$ cat config.mk
export PLATFORM = sky130hd
export DESIGN_NAME = angle_dac_mapper
export DESIGN_NICKNAME = d
export VERILOG_FILES = /design/src/rtl/angle_dac_mapper.sv
export SDC_FILE = /design/constraint.sdc
export NUM_CORES = 1
export LEC_CHECK = 0
export BUFFER_PORTS_ARGS = -buffer_cell sky130_fd_sc_hd__buf_4
export CAP_MARGIN = 20
export CORE_UTILIZATION = 40
export DETAILED_ROUTE_END_ITERATION = 7
export GPL_ROUTABILITY_DRIVEN = 0
export SYNTH_ARGS = -nofsm -noshare
export SYNTH_HDL_FRONTEND = slang
export SYNTH_SLANG_ARGS = --single-unit
$ cat constraint.sdc
create_clock -name clk -period 21.4 [get_ports clk]
set_input_delay 2.14 -clock clk [delete_from_list [all_inputs] [get_ports clk]]
set_output_delay 2.14 -clock clk [all_outputs]
set_load 0.02 [all_outputs]
$ cat src/rtl/angle_dac_mapper.sv
module angle_dac_mapper #(
  parameter int W = 10
) (
  input  logic         clk,
  input  logic         rst_n,
  input  logic         in_valid,
  input  logic [W-1:0] in_angle,
  input  logic         cfg_reverse,
  input  logic [W-1:0] cfg_zero,
  input  logic [1:0]   cfg_range,
  input  logic         cfg_clamp,
  input  logic         cfg_gain_int,
  input  logic         cfg_ref_ext,
  output logic         out_valid,
  output logic [W-1:0] out_code,
  output logic         out_gain_int,
  output logic         out_ref_ext
);
  localparam int FULL    = 1 << W;
  localparam int CL_LO   = FULL / 10;
  localparam int CL_SPAN = FULL - 2 * CL_LO;
  localparam logic [W+2:0]   MAXV  = (W+3)'(FULL - 1);
  localparam logic [W-1:0]   LO_W  = W'(CL_LO);
  localparam logic [2*W-1:0] SPAN_W = (2*W)'(CL_SPAN);

  logic [W-1:0]   dir_ang, rel_ang, sat_ang, clamp_ang, next_code;
  logic [W+2:0]   scaled;
  logic [2*W-1:0] prod;

  assign dir_ang   = cfg_reverse ? (W'(0) - in_angle) : in_angle;
  assign rel_ang   = dir_ang - cfg_zero;
  assign scaled    = {3'b000, rel_ang} << cfg_range;
  assign sat_ang   = (scaled > MAXV) ? MAXV[W-1:0] : scaled[W-1:0];
  assign prod      = {{W{1'b0}}, sat_ang} * SPAN_W;
  assign clamp_ang = LO_W + prod[2*W-1:W];
  assign next_code = cfg_clamp ? clamp_ang : sat_ang;

  always_ff @(posedge clk) begin
    if (!rst_n) begin
      out_valid <= 1'b0;
      out_code  <= '0;
    end else begin
      out_valid <= in_valid;
      if (in_valid) out_code <= next_code;
    end
  end

  assign out_gain_int = cfg_gain_int;
  assign out_ref_ext  = cfg_ref_ext;
endmodule


==> flow_summary.toml <==
[worst_setup_path]
reg2reg_setup_slack_ns = 20.61
worst-endpoint-arrival_ns = 10.39
critical_path.startpoint_type = "input pin"
worstPathMaxFanout = 11
critical_path_required_ns = 21.52
critPathKind = "in -> reg"
crit_slowest_cell = "fa_1"
max_stage_delay_ns = 0.55
end_kind = "flop"

[cells_and_area]
area_growth_pct = 11.48
fillers = 783
drive_gt1_share_pct = 17.26
fin_util_pct = 46.21
fin_nets = 527
n_antenna_cell = 0
multi_input_area_um2 = 2674
postLayoutCellArea_um2 = 3571
final_cell_mix = "57 x ha_1, 56 x inv_1, 37 x nand2_1, 37 x buf_4, 19 x a21oi_1"
regArea_um2 = 220.2
final_common_cell = "ha_1"

[drt]
drtAntennaViolNets = 0
routedWlPerCell_um = 13.97
drt-total-wl_um = 7336
dr.first_iter.drc_count = 89
vias = 2802
drt_pass1_iterations = 5
post-route-drc-count = 0
vias_per_cell = 5.337

[run_status]
outcome = "finished clean"

[timing]
tightestPinTransition_ns = 0.7032
drv_slew = 0
max_freq_mhz = 97.46
tns_ns = 0
setup_viol = 0
timing.final.crit_share_pct = 47.95
rsz0062_at_grt = "no"
skew_ns = 0
finalHoldViolCount = 0
min_period_ns = 10.26
slew_headroom_pct = 52.91

[clock_tree]
cts_buffers = 3
cts_tree = "yes"
clkTransAtPathRegs_ns = 0.05
cts_buffer_depth = 2
cts_resized = 0
h-tree-depth = 1
cts.sinks = 11
cts_post_setup_buffers_inserted = 0
cts_hold_buf = 0
clk_latency_ns = 0.24
cts_root_buffer = "clkbuf_8"

[floorplanning]
core_um2 = 7727
num_rows = 32
fp.dieH_um = 91.49
die-area_um2 = 8370
start_util_pct = 41.45
fp.dieW_um = 91.49
io_pins = 42

[logic_synthesis]
synth_ff_type = "dfxtp_1"
yosysWarnings = 0
ys_types = 64
ys_ff_latch = 11
ys_seq_area_share_pct = 6.875
synth_top_area_share_pct = 22.27
synth_edf_count = 0
syn_area_um2 = 3203
async_flop_share_pct = 0
synth_nets = 494
synth.avg_cell_area_um2 = 8.192
synth_cells = 391
yosys.area.top_type = "ha_1"
yosys-top-cells-area = "ha_1 22%, fa_1 11%, dfxtp_1 6.9%"

[placed_design]
placed_area_um2 = 3525
hpwl_um = 6502
io_buffers = 37

[global_routing]
grt_pass1_vias = 2746
grt.total_usage_pct = 18.62
overflow = 0
grt_pass1_wl_um = 12740
grt_max_degree = 16
antenna_found_initial = 0

[worst_hold_path]
hold_path_class = "reg -> reg"

[run]
cap_violations = 0
[registers in the layout, summed over array words and instances, names as in the netlist]
signal,flops
out_code,10
out_valid,1
[Yosys cell counts (3+ instances only)]
master / number
clkbuf_8: 3
o31ai_1: 4
nor2b_1: 4
nand3_1: 3
inv_1: 56
a31o_2: 4
o41ai_1: 3
a21oi_1: 19
o21ai_0: 14
a31oi_1: 5
o21a_1: 6
xor2_1: 11
xnor2_1: 14
fa_1: 17
mux2i_1: 7
mux2_2: 5
a21o_1: 8
and3_2: 3
nor3_1: 5
a211oi_1: 10
o211ai_1: 5
clkinv_1: 3
nor2_1: 17
nand2_1: 37
or2_2: 3
dfxtp_1: 11
ha_1: 57
nand2b_1: 7
[metrics by stage]
step	instances	hold slack (ns)	setup slack [ns]
2_1_floorplan	391	0.5552	11.65
3_3_place_gp	521	0.4772	11.22
3_5_place_dp	521	0.4795	10.98
4_1_cts	525	0.4874	11.21
5_1_grt	525	0.5347	10.42
6_report	525	0.4851	11.14
[cells by family (layout without fill, tap and decap cells)]
group | after synthesis | in the layout | synth area share, %
flops | 11 | 11 | 6.875
compound gates | 105 | 105 | 24.18
xor+xnor | 27 | 27 | 7.852
mux | 12 | 12 | 3.945
simple gates | 93 | 93 | 14.61
fa+ha+maj | 74 | 74 | 32.89
buf+inv | 69 | 101 | 9.648
[per-layer routing]
layer | part of all wire (%) | wire length, um | GRT usage (%) | vias to the layer above
met3 | 2.8 | 202 | 0.9213 | 6
li1 | - | - | - | 1456
met2 | 45 | 3322 | 30.95 | 44
met1 | 52 | 3780 | 26.80 | 1296
met4 | 0.42 | 31 | 3.175 | 0
met5 | 0 | 0 | 0 | -
[cell type report]
| class | instances | area share, % |
|---|---|---|
| multi-input cells | 311 | 74.88 |
| repair buffers | 37 | 7.779 |
| inverters | 60 | 6.307 |
| flip-flops and latches | 11 | 6.167 |
| well taps | 102 | 3.574 |
| clock buffers | 3 | 1.156 |
| clock inverters | 1 | 0.1402 |
[critical path, delay by kind of cell]
family	cells	cell delay, ns
AND/OR/NAND/NOR	3	1.04
buffers and inverters	6	0.50
adder cells (fa/ha/maj)	7	2.64
AO/OA/AOI/OAI	13	3.43
XOR/XNOR	3	0.61
[worst paths after layout]
path,depth (start not counted),end,startpoint
hold / removal,2,out_code[5],out_code[5]
setup / recovery,32,out_code[9],in_angle[5]
setup reg to reg,2,out_code[6],out_code[6]
hold reg to reg,2,out_code[5],out_code[5]
Power is left out: the tool's default activity adds up to more than one toggle a clock period on the data nets, which glitch-free logic cannot reach.
